**src/rtl/clksw_pkg.sv**
```systemverilog
package clksw_pkg;

  typedef enum logic [2:0] {
    ST_IDLE,
    ST_CALC,
    ST_PRE,
    ST_STRB,
    ST_WACK,
    ST_POST,
    ST_DONE
  } seq_state_t;

  // bit of the clock configuration word that starts the frequency change
  localparam int FCS_BIT = 1;

endpackage

```
**src/rtl/clksw_rowcount.sv**
```systemverilog
module clksw_rowcount #(
  parameter int CFG_W = 32,
  parameter int ROW_W = 15
) (
  input  logic [CFG_W-1:0] mem_cfg,
  output logic [ROW_W-1:0] rows
);

  logic [1:0] lo_fld, hi_fld, big_fld;
  logic       cfg_unused;

  assign cfg_unused = ^mem_cfg;

  always_comb begin
    lo_fld  = (mem_cfg[0]  | mem_cfg[1])  ? mem_cfg[6:5]   : 2'd0;
    hi_fld  = (mem_cfg[16] | mem_cfg[17]) ? mem_cfg[22:21] : 2'd0;
    big_fld = (lo_fld > hi_fld) ? lo_fld : hi_fld;
    rows    = ROW_W'(1) << (5'd11 + {3'b000, big_fld});
  end

endmodule

```
**src/rtl/clksw_div.sv**
```systemverilog
module clksw_div #(
  parameter int NUM_W = 31,
  parameter int DEN_W = 20
) (
  input  logic             clk,
  input  logic             rst_n,
  input  logic             start,
  input  logic [NUM_W-1:0] num,
  input  logic [DEN_W-1:0] den,
  output logic             busy,
  output logic [NUM_W-1:0] quo
);

  localparam int CNT_W = $clog2(NUM_W + 1);

  logic [NUM_W-1:0] q_q, q_d, n_q, n_d;
  logic [DEN_W-1:0] r_q, r_d, d_q, d_d;
  logic [CNT_W-1:0] c_q, c_d;
  logic             b_q, b_d;
  logic [DEN_W:0]   r_sh;

  always_comb begin
    q_d  = q_q;
    n_d  = n_q;
    r_d  = r_q;
    d_d  = d_q;
    c_d  = c_q;
    b_d  = b_q;
    r_sh = {r_q, q_q[NUM_W-1]};
    if (start) begin
      q_d = num;
      n_d = num;
      d_d = den;
      r_d = '0;
      c_d = CNT_W'(NUM_W);
      b_d = 1'b1;
    end else if (b_q) begin
      if (r_sh >= {1'b0, d_q}) begin
        r_d = DEN_W'(r_sh - {1'b0, d_q});
        q_d = {q_q[NUM_W-2:0], 1'b1};
      end else begin
        r_d = r_sh[DEN_W-1:0];
        q_d = {q_q[NUM_W-2:0], 1'b0};
      end
      c_d = c_q - CNT_W'(1);
      if (c_q == CNT_W'(1)) b_d = 1'b0;
    end
  end

  always_ff @(posedge clk or negedge rst_n) begin
    if (!rst_n) begin
      q_q <= '0;
      n_q <= '0;
      r_q <= '0;
      d_q <= '0;
      c_q <= '0;
      b_q <= 1'b0;
    end else begin
      q_q <= q_d;
      n_q <= n_d;
      r_q <= r_d;
      d_q <= d_d;
      c_q <= c_d;
      b_q <= b_d;
    end
  end

  assign busy = b_q;
  assign quo  = q_q;

  // the finished quotient and remainder rebuild the dividend
  a_r2_div_exact: assert property (@(posedge clk) disable iff (!rst_n)
    $fell(b_q) |-> ((64'(q_q) * 64'(d_q) + 64'(r_q)) == 64'(n_q)));

  // the remainder stays below the divisor
  a_r2_rem_bound: assert property (@(posedge clk) disable iff (!rst_n)
    $fell(b_q) |-> (r_q < d_q));

endmodule

```
**src/rtl/clksw_refresh_seq.sv**
```systemverilog
module clksw_refresh_seq
  import clksw_pkg::*;
#(
  parameter int FREQ_W     = 24,
  parameter int DRI_W      = 12,
  parameter int REG_W      = 32,
  parameter int CFG_W      = 4,
  parameter int TREF_MS    = 64,
  parameter int FORMULA    = 0,
  parameter int STROBE_CYC = 4,
  parameter int DB2_A      = 17,
  parameter int DB2_B      = 19
) (
  input  logic              clk,
  input  logic              rst_n,
  input  logic              req_valid,
  input  logic [FREQ_W-1:0] req_freq_khz,
  input  logic              req_div2,
  input  logic [CFG_W-1:0]  req_clkcfg,
  input  logic [REG_W-1:0]  mem_cfg,
  input  logic [REG_W-1:0]  cur_refresh,
  input  logic              relock_ack,
  output logic              req_busy,
  output logic              ref_wr_en,
  output logic [REG_W-1:0]  ref_wr_data,
  output logic              clkcfg_wr_en,
  output logic [CFG_W-1:0]  clkcfg_wr_data,
  output logic              done
);

  localparam int TREF_W  = $clog2(TREF_MS + 1);
  localparam int NUM_W   = FREQ_W + TREF_W;
  localparam int ROW_W   = 15;
  localparam int DEN_W   = ROW_W + 5;
  localparam int STR_W   = $clog2(STROBE_CYC + 1);
  localparam int LEN_W   = STR_W + 1;
  localparam int DRI_MAX = (1 << DRI_W) - 1;

  // reset: asynchronous assert, synchronous release
  logic [1:0] rsync_q;
  logic       rst_s;

  always_ff @(posedge clk or negedge rst_n) begin
    if (!rst_n) rsync_q <= 2'b00;
    else        rsync_q <= {rsync_q[0], 1'b1};
  end
  assign rst_s = rsync_q[1];

  seq_state_t        st_q, st_d;
  logic [REG_W-1:0]  cur_q, cur_d, pre_q, pre_d, post_q, post_d;
  logic              div2_q, div2_d;
  logic [CFG_W-1:0]  cfg_q, cfg_d;
  logic [STR_W-1:0]  scnt_q, scnt_d;
  logic              accept, div_busy;
  logic [ROW_W-1:0]  rows;
  logic [DEN_W-1:0]  den;
  logic [NUM_W-1:0]  num, quo, dri_raw;
  logic [DRI_W-1:0]  dri_new;
  logic [REG_W-1:0]  db2_mask, pre_calc, post_calc;

  assign accept = req_valid && (st_q == ST_IDLE);
  assign num    = NUM_W'(req_freq_khz) * NUM_W'(TREF_MS);

  clksw_rowcount #(.CFG_W(REG_W), .ROW_W(ROW_W)) u_rows (
    .mem_cfg (mem_cfg),
    .rows    (rows)
  );

  generate
    if (FORMULA == 0) begin : g_rows_minus
      assign den     = DEN_W'(rows) - DEN_W'(31);
      assign dri_raw = quo >> 5;
    end else begin : g_rows_times
      assign den     = DEN_W'(rows) << 5;
      assign dri_raw = quo;
    end
  endgenerate

  clksw_div #(.NUM_W(NUM_W), .DEN_W(DEN_W)) u_div (
    .clk   (clk),
    .rst_n (rst_s),
    .start (accept),
    .num   (num),
    .den   (den),
    .busy  (div_busy),
    .quo   (quo)
  );

  assign dri_new  = (dri_raw > NUM_W'(DRI_MAX)) ? DRI_W'(DRI_MAX) : dri_raw[DRI_W-1:0];
  assign db2_mask = (REG_W'(1) << DB2_A) | (REG_W'(1) << DB2_B);

  // preset applies only slowing changes; postset carries the final value
  always_comb begin
    post_calc = {cur_q[REG_W-1:DRI_W], dri_new};
    pre_calc  = cur_q;
    if (cur_q[DRI_W-1:0] > dri_new) pre_calc[DRI_W-1:0] = dri_new;
    if (div2_q) begin
      pre_calc  = pre_calc  | db2_mask;
      post_calc = post_calc | db2_mask;
    end else begin
      post_calc = post_calc & ~db2_mask;
    end
  end

  always_comb begin
    st_d   = st_q;
    cur_d  = cur_q;
    div2_d = div2_q;
    cfg_d  = cfg_q;
    pre_d  = pre_q;
    post_d = post_q;
    scnt_d = scnt_q;
    unique case (st_q)
      ST_IDLE: if (req_valid) begin
        st_d   = ST_CALC;
        cur_d  = cur_refresh;
        div2_d = req_div2;
        cfg_d  = req_clkcfg;
      end
      ST_CALC: if (!div_busy) begin
        st_d   = ST_PRE;
        pre_d  = pre_calc;
        post_d = post_calc;
      end
      ST_PRE: begin
        st_d   = ST_STRB;
        scnt_d = '0;
      end
      ST_STRB: begin
        if (scnt_q == STR_W'(STROBE_CYC - 1)) st_d = ST_WACK;
        else scnt_d = scnt_q + STR_W'(1);
      end
      ST_WACK: if (relock_ack) st_d = ST_POST;
      ST_POST: st_d = ST_DONE;
      ST_DONE: st_d = ST_IDLE;
      default: st_d = ST_IDLE;
    endcase
  end

  always_ff @(posedge clk or negedge rst_s) begin
    if (!rst_s) begin
      st_q   <= ST_IDLE;
      cur_q  <= '0;
      div2_q <= 1'b0;
      cfg_q  <= '0;
      pre_q  <= '0;
      post_q <= '0;
      scnt_q <= '0;
    end else begin
      st_q   <= st_d;
      cur_q  <= cur_d;
      div2_q <= div2_d;
      cfg_q  <= cfg_d;
      pre_q  <= pre_d;
      post_q <= post_d;
      scnt_q <= scnt_d;
    end
  end

  assign req_busy       = (st_q != ST_IDLE);
  assign ref_wr_en      = (st_q == ST_PRE) || (st_q == ST_POST);
  assign ref_wr_data    = (st_q == ST_POST) ? post_q : pre_q;
  assign clkcfg_wr_en   = (st_q == ST_STRB);
  assign clkcfg_wr_data = cfg_q | CFG_W'(1 << FCS_BIT);
  assign done           = (st_q == ST_DONE);

  // checker counter: length of the current strobe run
  logic [LEN_W-1:0] chk_len;
  always_ff @(posedge clk or negedge rst_s) begin
    if (!rst_s)            chk_len <= '0;
    else if (clkcfg_wr_en) chk_len <= chk_len + LEN_W'(1);
    else                   chk_len <= '0;
  end

  // strobe length
  a_r7_strobe_len: assert property (@(posedge clk) disable iff (!rst_s)
    $fell(clkcfg_wr_en) |-> (chk_len == LEN_W'(STROBE_CYC)));

  // strobe begins right after the preset write
  a_r6_strobe_after_pre: assert property (@(posedge clk) disable iff (!rst_s)
    $rose(clkcfg_wr_en) |-> $past(ref_wr_en));

  // refresh write and strobe never overlap
  a_r6_no_overlap: assert property (@(posedge clk) disable iff (!rst_s)
    !(ref_wr_en && clkcfg_wr_en));

  // preset interval never exceeds the sampled one
  a_r3_preset_not_larger: assert property (@(posedge clk) disable iff (!rst_s)
    (st_q == ST_PRE) |-> (ref_wr_data[DRI_W-1:0] <= cur_q[DRI_W-1:0]));

  // postset follows a sampled relock acknowledge
  a_r8_post_after_ack: assert property (@(posedge clk) disable iff (!rst_s)
    (st_q == ST_POST) |-> $past(relock_ack));

  // done follows a refresh write
  a_r9_done_after_post: assert property (@(posedge clk) disable iff (!rst_s)
    done |-> $past(ref_wr_en));

  // done lasts one cycle and ends busy
  a_r9_done_single: assert property (@(posedge clk) disable iff (!rst_s)
    done |=> (!done && !req_busy));

endmodule

```
**config.mk**
```make
export PLATFORM = sky130hd
export DESIGN_NAME = clksw_refresh_seq
export DESIGN_NICKNAME = d
export VERILOG_FILES = /design/src/rtl/clksw_pkg.sv /design/src/rtl/clksw_rowcount.sv /design/src/rtl/clksw_div.sv /design/src/rtl/clksw_refresh_seq.sv
export SDC_FILE = /design/constraint.sdc
export NUM_CORES = 1
export LEC_CHECK = 0
export ABC_CLOCK_PERIOD_IN_PS = 12500
export BUFFER_PORTS_ARGS = -buffer_cell sky130_fd_sc_hd__buf_2
export CAP_MARGIN = 20
export CORE_MARGIN = 2
export CORE_UTILIZATION = 48
export CTS_CLUSTER_SIZE = 20
export DETAILED_ROUTE_END_ITERATION = 8
export MAX_ROUTING_LAYER = met4
export PLACE_DENSITY_LB_ADDON = 0.15
export SLEW_MARGIN = 5
export SYNTH_ARGS = -nofsm -noshare
export SYNTH_HDL_FRONTEND = slang
export SYNTH_SLANG_ARGS = --single-unit
```
**constraint.sdc**
```tcl
create_clock -name clk -period 12.5 [get_ports clk]
set_clock_uncertainty 0.15 [all_clocks]
set_input_delay 2.5 -clock clk [delete_from_list [all_inputs] [get_ports clk]]
set_output_delay 2.5 -clock clk [all_outputs]
set_load 0.01 [all_outputs]
```
==> metrics.txt, run 1 <==
number of cell rows=47; Post-Route Hold Slack=0.1764 ns; final core utilization=0.5562; most used flip-flop cell after synthesis=dfrtp_1; number of flops mapped to enable cells by yosys=0; synthesized area divided by synthesized cell count=around 9 um^2; First DRT Iteration DRCs=311; sequential cell area=3859 um^2; sum of internal, switching and leakage power=2.447 mW; Cell Count Post-Placement=1,140; crit path kind=flop to output port; # IOs=137; sequential element share of the synthesized area=0.4789; fraction of registers with async set or reset after synthesis=1.000; Worst-Skew Late Latency=around 0.43 ns; floorplan core area=roughly 16,000 um^2; final layout net count=1,074; estimated wirelength of the detail-placed design=10,930 um; detailed-route wire length=roughly 17,000 um; leakage power summed over all cells=4.692 nW; Gate Count Post-Synth=slightly below 900; fin. max-slew vios=0; placed inst area=~8500 um^2; final period demand of the worst path=5.068 ns; number of warnings issued by yosys=0; element type at the critical path end=output port; post-route insts no fill=between 1,000 and 1,500; via count of the routed design=6,107; highest net fanout along the worst path=15; number of remaining DRC errors=0; antenna cell count=0; endpoints failing setup=0; post-CTS resize count=0; ratio of final minimum period to clock period=0.4055; commonest cells in the synthesized netlist=nand2_1, dfrtp_1, o21ai_0, mux2i_1, inv_1; Clock Tree Buf Depth=2; cell chosen for the clock root=clkbuf_16; Hold/Removal Path Class=flop to async pin; first-pass GRT wire length=28,470 um; Req. time, crit path=around 9.9 ns; synthesis-to-layout area growth=13.81%; number of clock sinks seen by CTS=around 150; Port Buf Inserts=110; post-route cell area=9159 um^2; Post-DRT Antenna Nets=0; final number of hold-violating endpoints=0; Die Height=133.5 um; Rel. slew slack=0.2939; number of optimization iterations in the first detailed-route pass=5; number of buffers added for setup after CTS=0; library cell occupying the most area in the post-synthesis netlist=dfrtp_1; horizontal extent of the die=133.5 um; outcome=finished, final reports clean; CTS buffer count=17; clock slew at the register clock pins of the worst setup and hold paths=0.07 ns; count of fill cells added during filler insertion=~1,500; synth top area cells=dfrtp_1, nand2_1, o21ai_0; synthesized cell area=8048 um^2; RD Place Congestion=roughly 0.8; H-tree Lvls=4; per-cell via count in the routed design=5.206; share of final-layout standard cells stronger than drive strength 1=0.1899; gr usage total=0.2040; pin count of the biggest net entering global routing=109; top-count cell post-synth=nand2_1; Max Cap Violations=0; pwr/cell area=267.1 nW/um^2; die area=17,820 um^2; unrepaired setup endpoints after global routing=false; post-place setup slack=between 7 and 8 ns; routed len/inst=~14 um; final global-route overflow total=0; Critical Path Start Type=flop; share of the synthesized area in the top cell type=0.4789; number of flip-flops and latches in the synthesized netlist=154; actual slew at the worst max-slew pin=1.059 ns; TritonCTS clock tree=built; worst IR drop on VDD=0.1192 mV; vias in the first global route=5,839; Initial Utilization=0.4888; Max Freq=197.3 MHz; initial antenna violation count=0; Setup Total Neg Slack=0 ns; multi-input gate area in the final layout=approximately 3700 um^2; Yosys cell types=65; hold-fix buffer count after cts=0; worst endpoint data arrival time=2.42 ns; min setup slack post-route=7.432 ns
area by class of cell:
class,count,area share
Timing Repair Buffer,115,0.06557
Multi-Input combinational cell,614,0.4026
Clock buffer,18,0.04795
Inverter,38,0.01557
Tap cell,220,0.03005
Sequential cell,154,0.4213
Clock inverter,14,0.01694
final timing paths:
kind / start / to / cells after the start / slack (ns)
min in group clk: rsync_q[0] / rsync_q[1] / 0 / 0.22
worst max register to register: u_div.quo[30] / pre_q[8] / 11 / 8.70
max in group asynchronous: rst_n / rsync_q[1] / 1 / 10.40
worst min-delay path: rsync_q[1] / cur_q[27] / 0 / 0.18
worst max-delay path: st_q[1] / ref_wr_data[3] / 3 / 7.43
worst min register to register: rsync_q[1] / cur_q[27] / 0 / 0.18
layer usage:
| metal | share of wire | wire (um) | global-route usage |
|---|---|---|---|
| met1 | 0.48 | 8124 | 0.2717 |
| met2 | 0.48 | 8159 | 0.3207 |
| met3 | 0.030 | 517 | 0.04376 |
| met4 | 0.0088 | 149 | 0.05083 |
| met5 | 0 | 0 | - |
report_power, final:
group	total (mW)	switching, mW	internal [mW]
logic	1.04	0.585	0.457
registers	0.888	0.157	0.731
clock network	0.517	0.229	0.288
total	2.45	0.971	1.48
placed cells by master, fill, tap and decap left out, types with 3 or more instances in the layout:
| cell type | synthesis | final |
|---|---|---|
| nand2b_1 | 5 | 5 |
| o221ai_1 | 13 | 13 |
| dfrtp_1 | 154 | 152 |
| a31oi_1 | 7 | 7 |
| mux2i_1 | 41 | 41 |
| xor2_1 | 6 | 6 |
| o31ai_1 | 3 | 3 |
| a21oi_1 | 30 | 30 |
| nor4_1 | 7 | 7 |
| clkbuf_16 | 0 | 17 |
| nor2_1 | 33 | 33 |
| nor3_1 | 6 | 5 |
| buf_4 | 21 | 4 |
| nand2_1 | 229 | 228 |
| nand4_1 | 6 | 6 |
| or2_2 | 3 | 3 |
| o21ai_0 | 94 | 94 |
| buf_2 | 1 | 110 |
| a21o_1 | 7 | 7 |
| ha_1 | 37 | 37 |
| conb_1 | 1 | 4 |
| inv_6 | 0 | 6 |
| xnor2_1 | 11 | 11 |
| inv_1 | 38 | 38 |
| mux2_2 | 16 | 16 |
| o21ai_1 | 3 | 3 |
| nand3_1 | 5 | 5 |
| o21a_1 | 8 | 8 |
critical path, cell delays in order, from the launching register on:
cell and delay (ns):
dfrtp_1 0.51, nand3b_1 0.76, mux2_2 0.56, buf_2 0.15
cells by family (layout without fill, tap and decap cells):
kind of cell | count (synthesis) | after routing | share of synthesized area
AO/OA/AOI/OAI | 186 | 186 | 0.1418
AND/OR/NAND/NOR | 313 | 313 | 0.1637
buffers and inverters | 106 | 185 | 0.06576
XOR/XNOR | 17 | 17 | 0.01850
flip-flops | 154 | 154 | 0.4789
other | 1 | 4 | 0.0004660
multiplexers | 57 | 57 | 0.07338
adder cells (fa/ha/maj) | 37 | 37 | 0.05752
sequential cells by signal, indices dropped and copies added (netlist names):
name and flops:
cfg_q 3, cur_q 32, div2_q 1, post_q 13
pre_q 32, rsync_q 2, scnt_q 3, st_q 3
u_div.busy 1, u_div.c_q 5, u_div.d_q 8, u_div.quo 31
u_div.r_q 20
No activity file was read; power rests on OpenSTA's default activity.
==> run 2, diff against run 1 <==
--- a/config.mk
+++ b/config.mk
@@ -5,7 +5,7 @@
 export SDC_FILE = /design/constraint.sdc
 export NUM_CORES = 1
 export LEC_CHECK = 0
-export ABC_CLOCK_PERIOD_IN_PS = 12500
+export ABC_CLOCK_PERIOD_IN_PS = 5000
 export BUFFER_PORTS_ARGS = -buffer_cell sky130_fd_sc_hd__buf_2
 export CAP_MARGIN = 20
 export CORE_MARGIN = 2
==> constraint.sdc (replaced) <==
create_clock -name clk -period 5 [get_ports clk]
set_clock_uncertainty 0.15 [all_clocks]
set_input_delay 1 -clock clk [delete_from_list [all_inputs] [get_ports clk]]
set_output_delay 1 -clock clk [all_outputs]
set_load 0.01 [all_outputs]
==> run 2 against run 1 <==
  * Global-route usage rose by 0.27 points
  * Routed wire length fell by 1.3%
  * Highest routed layer unchanged
  * Hold slack worse by 0.075 ns
  * Final area grew 0.66%
  * Cell count hardly changed
  * Clock power grew to 2.6 times the previous value
  * Largest power group unchanged
  * Sequential power rose by 150%
  * Critical path type unchanged
==> metrics.txt, run 2 (same netlist as run 1, synthesis figures left out) <==
commonest non-fill, non-tap cells in the layout=nand2_1, dfrtp_1, buf_2, o21ai_0, mux2i_1 (unchanged); synthesis-to-layout area growth=14.55% (was 13.81%); H-tree Lvls=4 (unchanged); final number of hold-violating endpoints=0 (unchanged); post-route cell area=9219 um^2 (was 9159 um^2); Clock Tree Buf Depth=2 (unchanged); internal power summed over all cells=3.745 mW (was 1.476 mW); final global-route overflow total=0 (unchanged); Worst-Skew Late Latency=0.43 ns (about the same); Die Height=133.5 um (unchanged); element type at the critical path end=output port (unchanged); leakage power summed over all cells=4.723 nW (was 4.692 nW); fin. max-slew vios=0 (unchanged); highest net fanout along the worst path=15 (unchanged); largest stage delay on the critical path=0.78 ns (was 0.76 ns); First DRT Iteration DRCs=331 (was 311); Worst path top cell family by delay=simple AND/OR/NAND/NOR gates (unchanged); horizontal extent of the die=133.5 um (unchanged); # IOs=137 (unchanged); Cell Count Post-Placement=1,140 (unchanged); antenna cell count=0 (unchanged); Max Cap Violations=0 (unchanged); hold-fix buffer count after cts=0 (unchanged); endpoints failing setup=0 (unchanged); final period demand of the worst path=3.592 ns; TritonCTS clock tree=built (unchanged); Req. time, crit path=3.85 ns (was 9.85 ns); Sw Pwr=2.419 mW (was 0.9709 mW); detailed-route wire length=16,740 um (was 16,950 um); unrepaired setup endpoints after global routing=false (unchanged); CTS buffer count=17 (unchanged); pin count of the biggest net entering global routing=109 (unchanged); Buf/Inv on CP=1 (unchanged); routed len/inst=14.26 um (was 14.45 um); first-pass GRT wire length=28,970 um (was 28,470 um); Max Freq=around 280 MHz; count of fill cells added during filler insertion=1,553 (was 1,517); Port Buf Inserts=110 (unchanged); outcome=finished, final reports clean (unchanged); per-cell via count in the routed design=5.122 (was 5.206); actual slew at the worst max-slew pin=1.028 ns (was 1.059 ns); clock slew at the register clock pins of the worst setup and hold paths=0.07 ns (about the same); placed inst area=8557 um^2 (was 8544 um^2); share of power burned in the clock network=0.218 (was 0.211); number of optimization iterations in the first detailed-route pass=4 (was 5); estimated wirelength of the detail-placed design=10,800 um (was 10,930 um); ratio of final minimum period to clock period=0.7184; worst endpoint data arrival time=2.44 ns (was 2.42 ns); switching share of power=0.3925 (was 0.3968); post-place setup slack=1.592 ns (was 7.890 ns); gr usage total=0.2067 (was 0.2040); min setup slack post-route=1.408 ns (was 7.432 ns); crit path kind=flop to output port (unchanged); Setup Total Neg Slack=0 ns (unchanged); chain of cells forming the critical path=nand3b_1, mux2_2, buf_2 (unchanged); final core utilization=0.5599 (was 0.5562); most common cell after layout, fill and taps aside=nand2_1 (unchanged); Seq pwr share=0.358 (was 0.363); Initial Utilization=0.4888 (unchanged); initial antenna violation count=0 (unchanged); number of cell rows=47 (unchanged); number of clock sinks seen by CTS=154 (unchanged); final layout net count=1,075 (was 1,074); portion of total power attributed to combinational logic=0.424 (was 0.426); pwr/cell area=668.6 nW/um^2 (was 267.1 nW/um^2); Critical Path Start Type=flop (unchanged); post-CTS resize count=0 (unchanged); worst IR drop on VDD=0.3289 mV (was 0.1192 mV); via count of the routed design=6,013 (was 6,107); number of remaining DRC errors=0 (unchanged); Hold/Removal Path Class=flop to async pin (unchanged); CP max stage cell=nand3b_1 (unchanged); die area=17,820 um^2 (unchanged); vias in the first global route=5,871 (was 5,839); cell chosen for the clock root=clkbuf_16 (unchanged); RD Place Congestion=0.8263 (was 0.8009); Post-DRT Antenna Nets=0 (unchanged); floorplan core area=16,470 um^2 (unchanged); number of buffers added for setup after CTS=0 (unchanged); share of final-layout standard cells stronger than drive strength 1=0.1908 (was 0.1899); post-route insts no fill=1,174 (was 1,173); Rel. slew slack=0.3146 (was 0.2939)
## run 2: through the flow
| stage | power (mW) | hold slack, ns |
|---|---|---|
| 3_5_place_dp | 4.848 | 0.2063 |
| 5_1_grt | 6.714 | 0.1405 |
| 4_1_cts | 6.212 | 0.1814 |
| 2_1_floorplan | 4.320 | 0.1812 |
| 3_3_place_gp | 4.787 | 0.1855 |
| 6_report | 6.164 | 0.1013 |
## run 2: final timing paths
check / slack (ns) / cells past startpoint / from / to
worst max-delay path: 1.41 / 3 / st_q[1] / ref_wr_data[3]
worst min-delay path: 0.10 / 0 / rsync_q[1] / cur_q[26]
min in group clk: 0.22 / 0 / rsync_q[0] / rsync_q[1]
worst max register to register: 1.51 / 12 / u_div.quo[30] / pre_q[8]
max in group asynchronous: 3.56 / 2 / rsync_q[1] / u_div.busy
worst min register to register: 0.10 / 0 / rsync_q[1] / cur_q[26]
## run 2: area by class of cell
| type | count | area, um^2 | share of cell area |
|---|---|---|---|
| timing repair buffer | 116 | 640.6 | 0.06949 |
| clock inverter | 14 | 175.2 | 0.01900 |
| tap | 220 | 275.3 | 0.02986 |
| sequential | 154 | 3859 | 0.4186 |
| multi-input combinational | 614 | 3687 | 0.4000 |
| inverter | 38 | 142.6 | 0.01547 |
| clock buffer | 18 | 439.2 | 0.04764 |
## run 2: worst reg2reg max path, cell delays in order, from the launching register on
cell,delay (ns)
dfrtp_1,0.43
nor4_1,0.42
nand4_1,0.17
buf_4,0.22
nor2_1,0.20
ha_1,0.29
a21o_1,0.17
a21o_1,0.17
a21oi_1,0.16
o21ai_0,0.12
o21ai_0,0.21
nand2_1,0.36
o221ai_1,0.32
## run 2: power groups by stage
| stage | clock network (mW) | logic (mW) | registers (mW) |
|---|---|---|---|
| finish | 1.34 | 2.61 | 2.21 |
| floorplan | 0 | 2.20 | 2.12 |
| global route | 1.43 | 2.99 | 2.30 |
| CTS | 1.37 | 2.62 | 2.22 |
| detailed placement | 0 | 2.61 | 2.24 |
| global placement | 0 | 2.56 | 2.23 |
## run 2: metal layers
metal,GRT usage,up-vias,wire length [um]
met2,0.3316,58,8053
li1,-,3091,-
met1,0.2731,2849,8159
met3,0.04110,15,342
met4,0.04787,0,182
met5,-,-,0
